$ cat src/rtl/cpt_pkg.sv
// Shared encodings for the count-pulse timer.
// Assumes two-bit select and service-mode fields.
package cpt_pkg;
    typedef enum logic [1:0] {
        SRC_LINE = 2'b00,
        SRC_SLOW = 2'b01,
        SRC_FAST = 2'b10,
        SRC_EXT  = 2'b11
    } src_e;

    typedef enum logic [1:0] {
        SVC_BYTE = 2'b00,
        SVC_HALF = 2'b01,
        SVC_WORD = 2'b10,
        SVC_PASS = 2'b11
    } svc_e;
endpackage

$ cat src/rtl/cpt_prescale.sv
// Divides the system clock down to a one-cycle tick every DIV cycles.
// Assumes DIV >= 1; the first tick comes DIV cycles after reset.
module cpt_prescale #(
    parameter int DIV = 100
) (
    input  logic clk,
    input  logic rst_n,
    output logic tick
);
    localparam int CW = (DIV > 1) ? $clog2(DIV) : 1;
    localparam logic [CW-1:0] LAST = CW'(DIV - 1);

    logic [CW-1:0] cnt;

    // Count to DIV-1, then wrap and emit a single tick.
    always_ff @(posedge clk) begin
        if (!rst_n) begin
            cnt  <= '0;
            tick <= 1'b0;
        end else if (cnt == LAST) begin
            cnt  <= '0;
            tick <= 1'b1;
        end else begin
            cnt  <= cnt + 1'b1;
            tick <= 1'b0;
        end
    end

    a_r2_cnt_in_range: assert property (@(posedge clk) disable iff (!rst_n)
        cnt <= LAST);

    generate
        if (DIV > 1) begin : g_gap
            a_r3_tick_single: assert property (@(posedge clk) disable iff (!rst_n)
                tick |=> !tick);
        end
    endgenerate
endmodule

$ cat src/rtl/cpt_edge_sync.sv
// Brings an asynchronous pulse into the clock domain through two flops
// and emits one tick per rising edge. Assumes pulses last >= 2 cycles.
module cpt_edge_sync (
    input  logic clk,
    input  logic rst_n,
    input  logic async_in,
    output logic tick
);
    logic meta_q, sync_q, prev_q;

    // Two-stage synchronizer plus a history flop for edge detection.
    always_ff @(posedge clk) begin
        if (!rst_n) begin
            meta_q <= 1'b0;
            sync_q <= 1'b0;
            prev_q <= 1'b0;
        end else begin
            meta_q <= async_in;
            sync_q <= meta_q;
            prev_q <= sync_q;
        end
    end

    // Rising edge of the synchronized level.
    always_comb tick = sync_q & ~prev_q;

    a_r5_one_tick_per_edge: assert property (@(posedge clk) disable iff (!rst_n)
        tick |=> !tick);
endmodule

$ cat src/rtl/cpt_modtest.sv
// Combinational decrement-and-test on a byte, halfword or word field.
// Upper bits outside the field pass through; pass-through mode leaves the
// operand intact and flags an exception when the fixed counter is serviced.
module cpt_modtest
    import cpt_pkg::*;
#(
    parameter int DW = 32
) (
    input  svc_e          mode,
    input  logic          fixed_ctr,
    input  logic [DW-1:0] opnd,
    output logic [DW-1:0] res,
    output logic          zero,
    output logic          exc
);
    localparam logic [DW-1:0] M_BYTE = DW'(8'hFF);
    localparam logic [DW-1:0] M_HALF = DW'(16'hFFFF);
    localparam logic [DW-1:0] M_WORD = '1;

    logic [DW-1:0] mask;
    logic [DW-1:0] dec;

    // Pick the field mask from the service mode.
    always_comb begin
        unique case (mode)
            SVC_BYTE: mask = M_BYTE;
            SVC_HALF: mask = M_HALF;
            SVC_WORD: mask = M_WORD;
            default:  mask = '0;
        endcase
    end

    // Decrement inside the field only and test the new field for zero.
    always_comb begin
        dec = opnd - 1'b1;
        if (mode == SVC_PASS) begin
            res  = opnd;
            zero = 1'b0;
            exc  = fixed_ctr;
        end else begin
            res  = (opnd & ~mask) | (dec & mask);
            zero = ((dec & mask) == '0);
            exc  = 1'b0;
        end
    end
endmodule

$ cat src/rtl/cpt_timer.sv
// Count-pulse timer top: prescalers, input synchronizers, per-counter
// source routing and the registered decrement-and-test result.
// Assumes CLK_HZ is a multiple of 2000 and the last counter is fixed at 500 Hz.
module cpt_timer
    import cpt_pkg::*;
#(
    parameter int CLK_HZ = 50_000_000,
    parameter int N_CTR  = 4,
    parameter int DW     = 32
) (
    input  logic                   clk,
    input  logic                   rst_n,
    input  logic                   line_in,
    input  logic                   ext_in,
    input  logic [2*(N_CTR-1)-1:0] src_sel,
    input  logic                   ack_valid,
    input  logic [1:0]             ack_idx,
    input  logic [1:0]             ack_mode,
    input  logic [DW-1:0]          ack_opnd,
    output logic [N_CTR-1:0]       pulse_req,
    output logic                   res_valid,
    output logic [DW-1:0]          res_data,
    output logic [N_CTR-1:0]       zero_req,
    output logic                   exc_flag
);
    localparam int DIV_SLOW = CLK_HZ / 500;
    localparam int DIV_FAST = CLK_HZ / 2000;
    localparam int N_SEL    = N_CTR - 1;

    logic tk_slow, tk_fast, tk_line, tk_ext;
    logic [N_CTR-1:0] tick_vec;
    logic [DW-1:0]    mt_res;
    logic             mt_zero, mt_exc;
    logic [N_CTR-1:0] zero_vec;

    cpt_prescale #(.DIV(DIV_SLOW)) u_slow (.clk(clk), .rst_n(rst_n), .tick(tk_slow));
    cpt_prescale #(.DIV(DIV_FAST)) u_fast (.clk(clk), .rst_n(rst_n), .tick(tk_fast));
    cpt_edge_sync u_line (.clk(clk), .rst_n(rst_n), .async_in(line_in), .tick(tk_line));
    cpt_edge_sync u_ext  (.clk(clk), .rst_n(rst_n), .async_in(ext_in),  .tick(tk_ext));

    generate
        for (genvar k = 0; k < N_SEL; k++) begin : g_route
            // Route the selected source to this counter.
            always_comb begin
                unique case (src_e'(src_sel[2*k +: 2]))
                    SRC_LINE: tick_vec[k] = tk_line;
                    SRC_SLOW: tick_vec[k] = tk_slow;
                    SRC_FAST: tick_vec[k] = tk_fast;
                    default:  tick_vec[k] = tk_ext;
                endcase
            end
        end
    endgenerate

    // The last counter is tied to the 500 Hz tick.
    always_comb tick_vec[N_CTR-1] = tk_slow;

    // Register the count-pulse requests as one-cycle pulses.
    always_ff @(posedge clk) begin
        if (!rst_n) pulse_req <= '0;
        else        pulse_req <= tick_vec;
    end

    cpt_modtest #(.DW(DW)) u_mt (
        .mode      (svc_e'(ack_mode)),
        .fixed_ctr (ack_idx == 2'(N_CTR-1)),
        .opnd      (ack_opnd),
        .res       (mt_res),
        .zero      (mt_zero),
        .exc       (mt_exc)
    );

    // Decode the zero result onto the serviced counter's level.
    always_comb begin
        for (int i = 0; i < N_CTR; i++)
            zero_vec[i] = mt_zero && (ack_idx == 2'(i));
    end

    // Register the service result, zero requests and exception.
    always_ff @(posedge clk) begin
        if (!rst_n) begin
            res_valid <= 1'b0;
            res_data  <= '0;
            zero_req  <= '0;
            exc_flag  <= 1'b0;
        end else begin
            res_valid <= ack_valid;
            res_data  <= ack_valid ? mt_res : '0;
            zero_req  <= ack_valid ? zero_vec : '0;
            exc_flag  <= ack_valid && mt_exc;
        end
    end

    a_r9_zero_with_result: assert property (@(posedge clk) disable iff (!rst_n)
        (zero_req != '0) |-> res_valid);
    a_r9_zero_onehot: assert property (@(posedge clk) disable iff (!rst_n)
        $onehot0(zero_req));
    a_r11_exc_only_fixed: assert property (@(posedge clk) disable iff (!rst_n)
        exc_flag |-> (res_valid && zero_req == '0 && $past(ack_idx) == 2'(N_CTR-1)));
    a_r6_byte_upper_kept: assert property (@(posedge clk) disable iff (!rst_n)
        ($past(ack_valid) && $past(ack_mode) == 2'b00) |-> res_data[DW-1:8] == $past(ack_opnd[DW-1:8]));
    a_r10_pass_unchanged: assert property (@(posedge clk) disable iff (!rst_n)
        ($past(ack_valid) && $past(ack_mode) == 2'b11) |-> res_data == $past(ack_opnd));
    a_r12_valid_follows_ack: assert property (@(posedge clk) disable iff (!rst_n)
        ack_valid |=> res_valid);
endmodule

$ cat config.mk
export PLATFORM = sky130hd
export DESIGN_NAME = cpt_timer
export DESIGN_NICKNAME = d
export VERILOG_FILES = /design/src/rtl/cpt_pkg.sv /design/src/rtl/cpt_prescale.sv /design/src/rtl/cpt_edge_sync.sv /design/src/rtl/cpt_modtest.sv /design/src/rtl/cpt_timer.sv
export SDC_FILE = /design/constraint.sdc
export NUM_CORES = 1
export LEC_CHECK = 0
export ABC_AREA = 1
export BUFFER_PORTS_ARGS = -buffer_cell sky130_fd_sc_hd__buf_2
export CORE_MARGIN = 2
export CORE_UTILIZATION = 25
export CTS_BUF_LIST = sky130_fd_sc_hd__clkbuf_8 sky130_fd_sc_hd__clkbuf_16
export DETAILED_ROUTE_END_ITERATION = 8
export SLEW_MARGIN = 20
export SYNTH_ARGS = -nofsm -noshare
export SYNTH_HDL_FRONTEND = slang
export SYNTH_HIERARCHICAL = 1
export SYNTH_SLANG_ARGS = --single-unit
$ cat constraint.sdc
create_clock -name clk -period 6.2 [get_ports clk]
set_input_delay 1.24 -clock clk [delete_from_list [all_inputs] [get_ports clk]]
set_output_delay 1.24 -clock clk [all_outputs]
set_load 0.1 [all_outputs]
== Yosys cells after proc, flatten, opt, wreduce, memory -nomap -nowiden ==
Cells that the tools add are included.

* Register bits after elaboration: 82
* Bits of input ports: 47
* Output and inout bits: 42
* Word-level logic and storage cells: 64

* Add/subtract/negate cells: 3
* Equality and inequality tests: 14
* Muxes and demuxes: 9
* Bitwise operators: 9
* Reductions and logical operators: 14

{| class="wikitable"
|+ Operator list
! kind !! count
|-
| $pmux 32 s3 || 1
|-
| $and 32x32->32 || 2
|-
| $logic_not 32->1 || 1
|-
| $mux 32 || 1
|-
| $not 32->32 || 1
|-
| $or 32x32->32 || 1
|-
| $sub 32x1->32 const B || 1
|-
| $add 17x1->17 const B || 1
|-
| $eq 17x17->1 const B || 1
|-
| $add 15x1->15 const B || 1
|-
| $eq 15x15->1 const B || 1
|-
| $eq 2x2->1 const B || 7
|-
| $eq 2x1->1 const B || 5
|-
| $logic_not 2->1 || 5
|-
| $pmux 1 s3 || 3
|-
| $logic_and 1x1->1 || 5
|-
| $mux 1 || 4
|-
| $reduce_or 2->1 || 2
|-
| $not 1->1 || 3
|-
| $and 1x1->1 || 2
|-
| $reduce_and 2->1 || 1
|}

== Depth between registers and ports, before layout ==
Gate-level depths: netlist of run 1.

* Word-level depth: 6
* Mapped depth: 14
* Gate-level depth less buffers: 14

== By module ==
Netlist of run 1, hierarchy kept.

{| class="wikitable"
|+ By module, submodules not included
! module !! times used !! cells each !! area an instance (um^2) !! sequential area each (um^2)
|-
| cpt_modtest || 1 || 348 || 1699.1 || 0.0
|-
| cpt_timer || 1 || 160 || 1328.8 || 840.8
|-
| cpt_prescale (u_slow) || 1 || 142 || 955.9 || 360.3
|-
| cpt_prescale (u_fast) || 1 || 122 || 840.8 || 320.3
|-
| cpt_edge_sync || 2 || 11 || 92.6 || 60.1
|}

== Worst setup path after synthesis of run 1 ==
OpenSTA, ideal clock, no wires.

* Path kind: input port to flip-flop
* From: input ack_mode[0]
* To: register zero_req[3]
* Library setup time: 0.078 ns
* Data arrival time: 3.006 ns
* Required time: 6.122 ns
* Setup slack: 3.116 ns
* Cell stages on the path: 14
* Buffers on the path: 1
* Cell sequence: ha_1 > inv_1 > clkbuf_1 > ha_1 > nand3b_1 > nor2_1 > nand3_1 > nor2_1 > nand2_1 > nor2_1 > nand3_1 > nor3_2 > inv_1 > nor3_1

* Word-level cells in the longest chain between the ends: 6
* Elaborated cells on any way between the ends: 9
* Those cells by class: eq/ne: 3; mux: 2; bitwise: 1; reduce/logical: 3

{| class="wikitable"
|+ Ends and longest elaborated chain
! element !! line !! source
|-
| start, declared || cpt_timer.sv:18 || <nowiki>input logic [1:0] ack_mode,</nowiki>
|-
| $eq 2x2->1 (tied with other cells) || cpt_modtest.sv:25 || <nowiki>unique case (mode)</nowiki>
|-
| $pmux 32 s3 || cpt_modtest.sv:25 ||
|-
| $and 32x32->32 || cpt_modtest.sv:42 || <nowiki>zero = ((dec & mask) == '0);</nowiki>
|-
| $logic_not 32->1 || cpt_modtest.sv:42 ||
|-
| $mux 1 * || cpt_modtest.sv:36 || <nowiki>if (mode == SVC_PASS) begin</nowiki>
|-
| named net mt_zero || cpt_timer.sv:33 || <nowiki>logic mt_zero, mt_exc;</nowiki>
|-
| $logic_and 1x1->1 * || cpt_timer.sv:76 || <nowiki>zero_vec[i] = mt_zero && (ack_idx == 2'(i));</nowiki>
|-
| end signal, assigned || cpt_timer.sv:89 || <nowiki>zero_req <= ack_valid ? zero_vec : '0;</nowiki>
|-
| end, declared || cpt_timer.sv:23 || <nowiki>output logic [N_CTR-1:0] zero_req,</nowiki>
|}

The timed path passes the listed nets; every way through them passes the cells marked *.
A chain may end at the register's enable or synchronous reset.

== Worst setup path after layout of run 1 ==
Ends and elaborated chain as after synthesis.

==> results of run 1 <==
==> metrics by stage <==
step,cells,worst slack (ns)
global placement,1133,2.63
global route,1149,2.74
detailed placement,1133,2.58
floorplan,794,3.12
CTS,1149,2.89
finish,1149,2.93
==> worst max-delay path, delay by kind of cell <==
family | cells | cell delay, ns
simple gates | 9 | 1.24
fa+ha+maj | 2 | 0.58
buf+inv | 3 | 0.47
==> layout make-up <==
| type | instances | area (um^2) | share of cell area (%) |
|---|---|---|---|
| multi-input combinational | 572 | 2780 | 46.8 |
| sequential | 82 | 1640 | 27.6 |
| inverter | 126 | 473 | 7.95 |
| timing repair buffer | 88 | 440 | 7.40 |
| tap | 265 | 332 | 5.57 |
| clock buffer | 9 | 225 | 3.79 |
| clock inverter | 7 | 52.6 | 0.883 |
==> registers in the layout, indices dropped and copies added (netlist names), 4 cells and up <==
signal and flops:
u_fast/cnt 15, zero_req 4, pulse_req 4, u_slow/cnt 17
res_data 32
==> routing by layer <==
layer,routed length [um],up-vias
li1,-,2631
met1,6490,2126
met5,0,-
met3,676,11
met2,5900,108
met4,163,0
==> power by group through the flow <==
stage / logic (W) / clock network [W] / registers, W
3_5_place_dp: 0.000246 / 0 / 0.000563
5_1_grt: 0.000269 / 0.000555 / 0.000552
4_1_cts: 0.000248 / 0.000533 / 0.000551
2_1_floorplan: 0.0000990 / 0 / 0.000648
6_report: 0.000245 / 0.000512 / 0.000551
3_3_place_gp: 0.000246 / 0 / 0.000563
==> cells in the final DEF, fill, tap and decap left out <==
| cell type | instances |
|---|---|
| inv_6 | 3 |
| nand3_1 | 70 |
| nor2_1 | 147 |
| a21oi_2 | 1 |
| nand2_1 | 185 |
| nand2_2 | 13 |
| nand2_4 | 5 |
| nor3_2 | 3 |
| nor2_8 | 2 |
| nand4_1 | 15 |
| nand3_2 | 4 |
| o21bai_1 | 2 |
| nand3b_1 | 2 |
| xnor2_1 | 6 |
| clkinv_4 | 2 |
| xor2_1 | 7 |
| inv_2 | 5 |
| a21o_1 | 1 |
| o21ai_0 | 20 |
| clkbuf_16 | 9 |
| dfxtp_1 | 82 |
| a21oi_1 | 39 |
| nor2_4 | 7 |
| buf_2 | 88 |
| inv_1 | 122 |
| o21ai_1 | 4 |
| and3_1 | 1 |
| ha_1 | 8 |
| or2_0 | 2 |
| clkinv_2 | 1 |
| nor3_1 | 2 |
| nor2_2 | 26 |
==> cells by family (layout without fill, tap and decap cells) <==
family | count (synthesis) | in the layout | synth area share, %
buffers and inverters | 140 | 230 | 11.7
AOI/OAI and AO/OA | 67 | 67 | 6.92
xor gates and xnor gates | 13 | 13 | 2.27
adders and majority gates | 8 | 8 | 2.00
DFF | 82 | 82 | 32.8
and+or+nand+nor | 484 | 484 | 44.4
==> worst paths after layout <==
path | end | cells after the start | slack, ns | startpoint
setup reg to reg | u_slow/cnt[9] | 6 | 4.76 | u_slow/cnt[0]
hold reg to reg | u_line/sync_q | 2 | 0.40 | u_line/meta_q
hold / removal | u_line/sync_q | 2 | 0.40 | u_line/meta_q
setup / recovery | zero_req[3] | 14 | 2.93 | ack_mode[0]
==> flow_summary_export.csv, run 1 <==
group,metric,value,unit
outcome,outcome,"finished, final reports clean",
worst_setup_path,start_kind,"input pin",
worst_setup_path,cp_common_cell,"nor2_1",
sta,fmax,0.306,GHz
logic_synthesis,synth_cell_types,33,
sta,layout_min_cycle_time,3.27,ns
cts,clkLatencyLatePin,0.34,ns
cts,clkTransAtPathRegs,0.07,ns
floorplanning,start_util,25.6,%
global_route,antenna_found_initial,0,
pwr,pwr-share-seq,42.1,%
sta,slew_headroom,33.1,%
route,post_drt_wl_per_cell,11.5,um
cts,cts_hold_buffers,0,
floorplanning,rows,51,
placed_design,portBuffers,88,
floorplanning,dieHeight,146,um
pwr,pwr-share-clk,39.2,%
global_route,met3_usage,3.51,%
placed_design,hpwlAfterDp,10300,um
worst_setup_path,cp.required,6.45,ns
route,drt-initial-drc-count,306,
hold_path,hp-class,"reg -> reg",
cts,cts_num_sinks,82,
logic_synthesis,synth_largest_area_cell,"dfxtp_1",
pwr,power_density,220,mW/mm^2
worst_setup_path,path_class,"in -> reg",
cells_and_area,diodes,0,
sta,hold_viol_final,0,
sta,slew_viol_final,0,
worst_setup_path,cp.arrival,3.52,ns
route,viasPerCell,4.24,
global_route,grt-ovfl-total,0,
pwr,p_leak,2.76,nW
pwr,p_sw,0.000433,W
pwr,ir_drop,0.116,mV
logic_synthesis,synth.avg_cell_area,6.31,um^2
logic_synthesis,synth-edff-count,0,
logic_synthesis,synth_most_common_cell,"nand2_1",
cts,ctsResizeCount,0,
logic_synthesis,synth-async-reset-ratio,0,%
logic_synthesis,synth_top_flop_cell,"dfxtp_1",
worst_setup_path,path_max_fanout,14,
global_route,grt_pass1_vias,4460,
route,wirelength,13200,um
sta,worst_slew_pin_slew,1.00,ns
cts,post-cts-setup-buffers,0,
logic_synthesis,syn_nets,849,
route,drtPass1Iterations,4,
cts,cts_root_buffer,"clkbuf_16",
route,vias,4876,
worst_setup_path,crit_chain,"buf_2 > ha_1 > inv_1 > ha_1 > nand3b_1 > nor2_1 > nand3_1 > nor2_1 > nand2_1 > nor2_1 > nand3_1 > nor3_2 > inv_1 > nor3_1",
pwr,power.total,0.00131,W
logic_synthesis,synth_area_leaders,"dfxtp_1, nand2_1, nor2_1",
logic_synthesis,yosys.area.top_type_share,32.8,%
placed_design,routabilityCongestion,0.910,
logic_synthesis,ys_ff_latch,82,
placed_design,post_dp_cell_area,0.00567,mm^2
logic_synthesis,ys_top_cells_by_count,"nand2_1, nor2_1, inv_1, dfxtp_1, nand3_1",
cts,cts_tree,"built",
route,detail-route-antenna-nets,0,
cts,clk_path_buf_depth,2,
floorplanning,ios,89,
logic_synthesis,synth_warnings,6,
logic_synthesis,syn_area,0.00501,mm^2
global_route,grt_start_max_net_pins,37,
floorplanning,die_x,146,um
logic_synthesis,syn_inst,794,
cells_and_area,fin_area,0.00595,mm^2
job,max_cap_violations,0,
floorplanning,core_area,0.0196,mm^2
floorplanning,dieArea,0.0212,mm^2
sta,grt_setup_unrepaired,"no",
global_route,grt.busiest_layer,"met2",
cells_and_area,drive_above_1_share,19.1,%
global_route,grt_util_met1,16.9,%
pwr,combPwrFrac,18.7,%
logic_synthesis,synth_seq_area_share,32.8,%
global_route,grt_use_met2,20.8,%
route,drc,0,
worst_setup_path,slowest_delay,0.31,ns
sta,final-setup-viol-count,0,
global_route,grt_first_pass_wirelength,22000,um
global_route,track_usage,12.8,%
sta,fin_tns_setup,0,ns
sta,whs,0.403,ns
sta,clock_skew,0.00461,ns
cells_and_area,final_net_count,934,
cells_and_area,num-fill-cells,2269,
cells_and_area,finish.utilization,30.4,%
pwr,p_int,0.000875,W
cts,cts_buffers,9,
pwr,switching_share,33.1,%
worst_setup_path,cp_slowest_cell,"ha_1",
cts,h-tree-depth,3,
sta,fin_crit_sh,52.7,%
worst_setup_path,endpoint_kind,"flop",
cells_and_area,syn_to_final_growth,18.7,%
(Power assumes the default switching activity.)
==> inputs of run 2 (changes only) <==
==> constraint.sdc (replaced) <==
create_clock -name clk -period 3.12 [get_ports clk]
set_input_delay 0.624 -clock clk [delete_from_list [all_inputs] [get_ports clk]]
set_output_delay 0.624 -clock clk [all_outputs]
set_load 0.1 [all_outputs]
==> run 2 against run 1 <==
  * Register-to-register slack got worse by 3.1 ns
  * Largest cell class unchanged
  * Critical path type unchanged
  * Cell area up 1.1%
  * Highest routed layer unchanged
  * Sequential share of layout area fell by 0.29 points
  * Non-clock buffer count up 4
  * Final cell count up 0.35%
  * Clock power grew 120%
  * Global-route usage is 0.39 points higher
  * Sequential cell count unchanged
  * Core utilization increased by 0.32 points
==> flow_summary_export.csv, run 2 (synthesized netlist as in run 1, its figures left out) <==
group,metric,value,unit
pwr,power_density,450,mW/mm^2
placed_design,hpwlAfterDp,10700,um
route,drc,0,
worst_setup_path,path_max_fanout,5,
cts,clkTransAtPathRegs,0.06,ns
cells_and_area,syn_to_final_growth,20.0,%
placed_design,routabilityCongestion,0.885,
sta,grt_setup_unrepaired,"no",
hold_path,whs_path_depth,2,
sta,worst_slew_pin_slew,0.739,ns
route,vias,5002,
cts,clk_path_buf_depth,2,
cts,cts_buffers,9,
route,post_drt_wl_per_cell,11.9,um
floorplanning,die_x,146,um
worst_setup_path,endpoint_kind,"flop",
cells_and_area,final_common_cell,"nand2_1",
floorplanning,dieArea,0.0212,mm^2
cts,h-tree-depth,3,
global_route,antenna_found_initial,0,
hold_path,min_from,"u_ext/meta_q",
hold_path,hold_end,"u_ext/sync_q",
floorplanning,ios,89,
sta,fin_crit_sh,77.2,%
worst_setup_path,crit_chain,"buf_2 > inv_1 > ha_1 > nand2_1 > nor2_1 > nand2_1 > nor2_1 > nand3_1 > nand3_1 > nand2_1 > nor2_1 > nand2_1 > nor3_2 > inv_1 > nor3_1",
cells_and_area,top_regs,"res_data x32, u_slow/cnt x17, u_fast/cnt x15",
sta,fin_tns_setup,0,ns
outcome,outcome,"finished, final reports clean",
worst_setup_path,reg2reg_slack,1.64,ns
worst_setup_path,path_class,"in -> reg",
sta,final-setup-viol-count,0,
sta,whs,0.411,ns
job,max_cap_violations,0,
global_route,grt_start_max_net_pins,37,
cells_and_area,drive_above_1_share,19.6,%
global_route,track_usage,13.2,%
cts,post-cts-setup-buffers,0,
sta,fmax,0.415,GHz
sta,slew_headroom,50.7,%
cts,clkLatencyLatePin,0.35,ns
pwr,p_leak,2.79,nW
route,wirelength,13700,um
sta,layout_min_cycle_time,2.41,ns
route,drt-initial-drc-count,300,
worst_setup_path,reg2reg_depth,6,
global_route,grt-ovfl-total,0,
pwr,ir_drop,0.246,mV
floorplanning,core_area,0.0196,mm^2
cts,ctsResizeCount,0,
worst_setup_path,timing.rr.start,"u_slow/cnt[0]",
sta,hold_viol_final,0,
worst_setup_path,start_kind,"input pin",
placed_design,portBuffers,88,
global_route,grt_pass1_vias,4660,
cts,cts_hold_buffers,0,
cells_and_area,diodes,0,
worst_setup_path,rr_endpoint,"u_slow/cnt[16]",
sta,clock_skew,0.00288,ns
cts,cts_num_sinks,82,
worst_setup_path,cp.required,3.39,ns
cells_and_area,layout_common_cells,"nand2_1, nor2_1, inv_1",
cells_and_area,final_net_count,938,
worst_setup_path,cp_slowest_cell,"nor2_1",
route,drtPass1Iterations,5,
sta,slew_viol_final,0,
route,viasPerCell,4.34,
worst_setup_path,cp.arrival,2.68,ns
floorplanning,rows,51,
cells_and_area,largest_register_ffs,32,
cts,cts_root_buffer,"clkbuf_16",
global_route,grt_first_pass_wirelength,22600,um
floorplanning,dieHeight,146,um
hold_path,hp-class,"reg -> reg",
cts,cts_tree,"built",
worst_setup_path,cp_common_cell,"nand2_1",
worst_setup_path,slowest_delay,0.29,ns
route,detail-route-antenna-nets,0,
floorplanning,start_util,25.6,%
cells_and_area,top_register,"res_data",
## run 2: area by class of cell
type | count | area, um^2
fill | 2210 | 13600
multi-input combinational | 572 | 2780
sequential | 82 | 1640
inverter | 126 | 473
timing repair buffer | 92 | 470
tap | 265 | 332
clock buffer | 10 | 239
clock inverter | 6 | 71.3
## run 2: worst max-delay path by stage
stage	startpoint	end	slack [ns]	cells past startpoint
floorplan	ack_mode[0]	zero_req[3]	0.65	14
global route	ack_opnd[0]	zero_req[3]	0.40	15
detailed placement	ack_opnd[0]	zero_req[3]	0.32	15
global placement	ack_opnd[0]	zero_req[3]	0.35	15
finish	ack_opnd[0]	zero_req[3]	0.71	15
CTS	ack_opnd[0]	zero_req[3]	0.68	15
## run 2: metal layers
metal / global-route usage [%] / up-vias / part of all wire [%]
li1: - / 2635 / -
met1: 17.3 / 2205 / 48
met2: 21.4 / 144 / 45
met3: 3.04 / 18 / 5.1
met4: 4.41 / 0 / 1.9
met5: 0 / - / 0
## run 2: worst max-delay path: cells and delay by family
kind | cells | cell delay, ns
AND/OR/NAND/NOR | 11 | 1.41
buffers and inverters | 3 | 0.37
adder cells (fa/ha/maj) | 1 | 0.25
## run 2: power breakdown
group	leakage, nW	internal (W)	switching [W]
registers	0.669	0.00108	0.0000142
clock network	0.146	0.000649	0.000467
logic	1.97	0.000115	0.000380
total	2.79	0.00184	0.000862
## run 2: metrics by stage
stage                     cell area [um^2]  setup slack, ns  power [W]  cells  util [%]
after floorplan                       5010            0.652    0.00149    794         -
after global placement                5700            0.347    0.00162   1137      29.1
after detailed placement              5700            0.316    0.00162   1137      29.1
after CTS                             6010            0.684    0.00275   1153      30.7
after global routing                  6010            0.400    0.00284   1153      30.7
final                                 6010            0.711    0.00271   1153      30.7
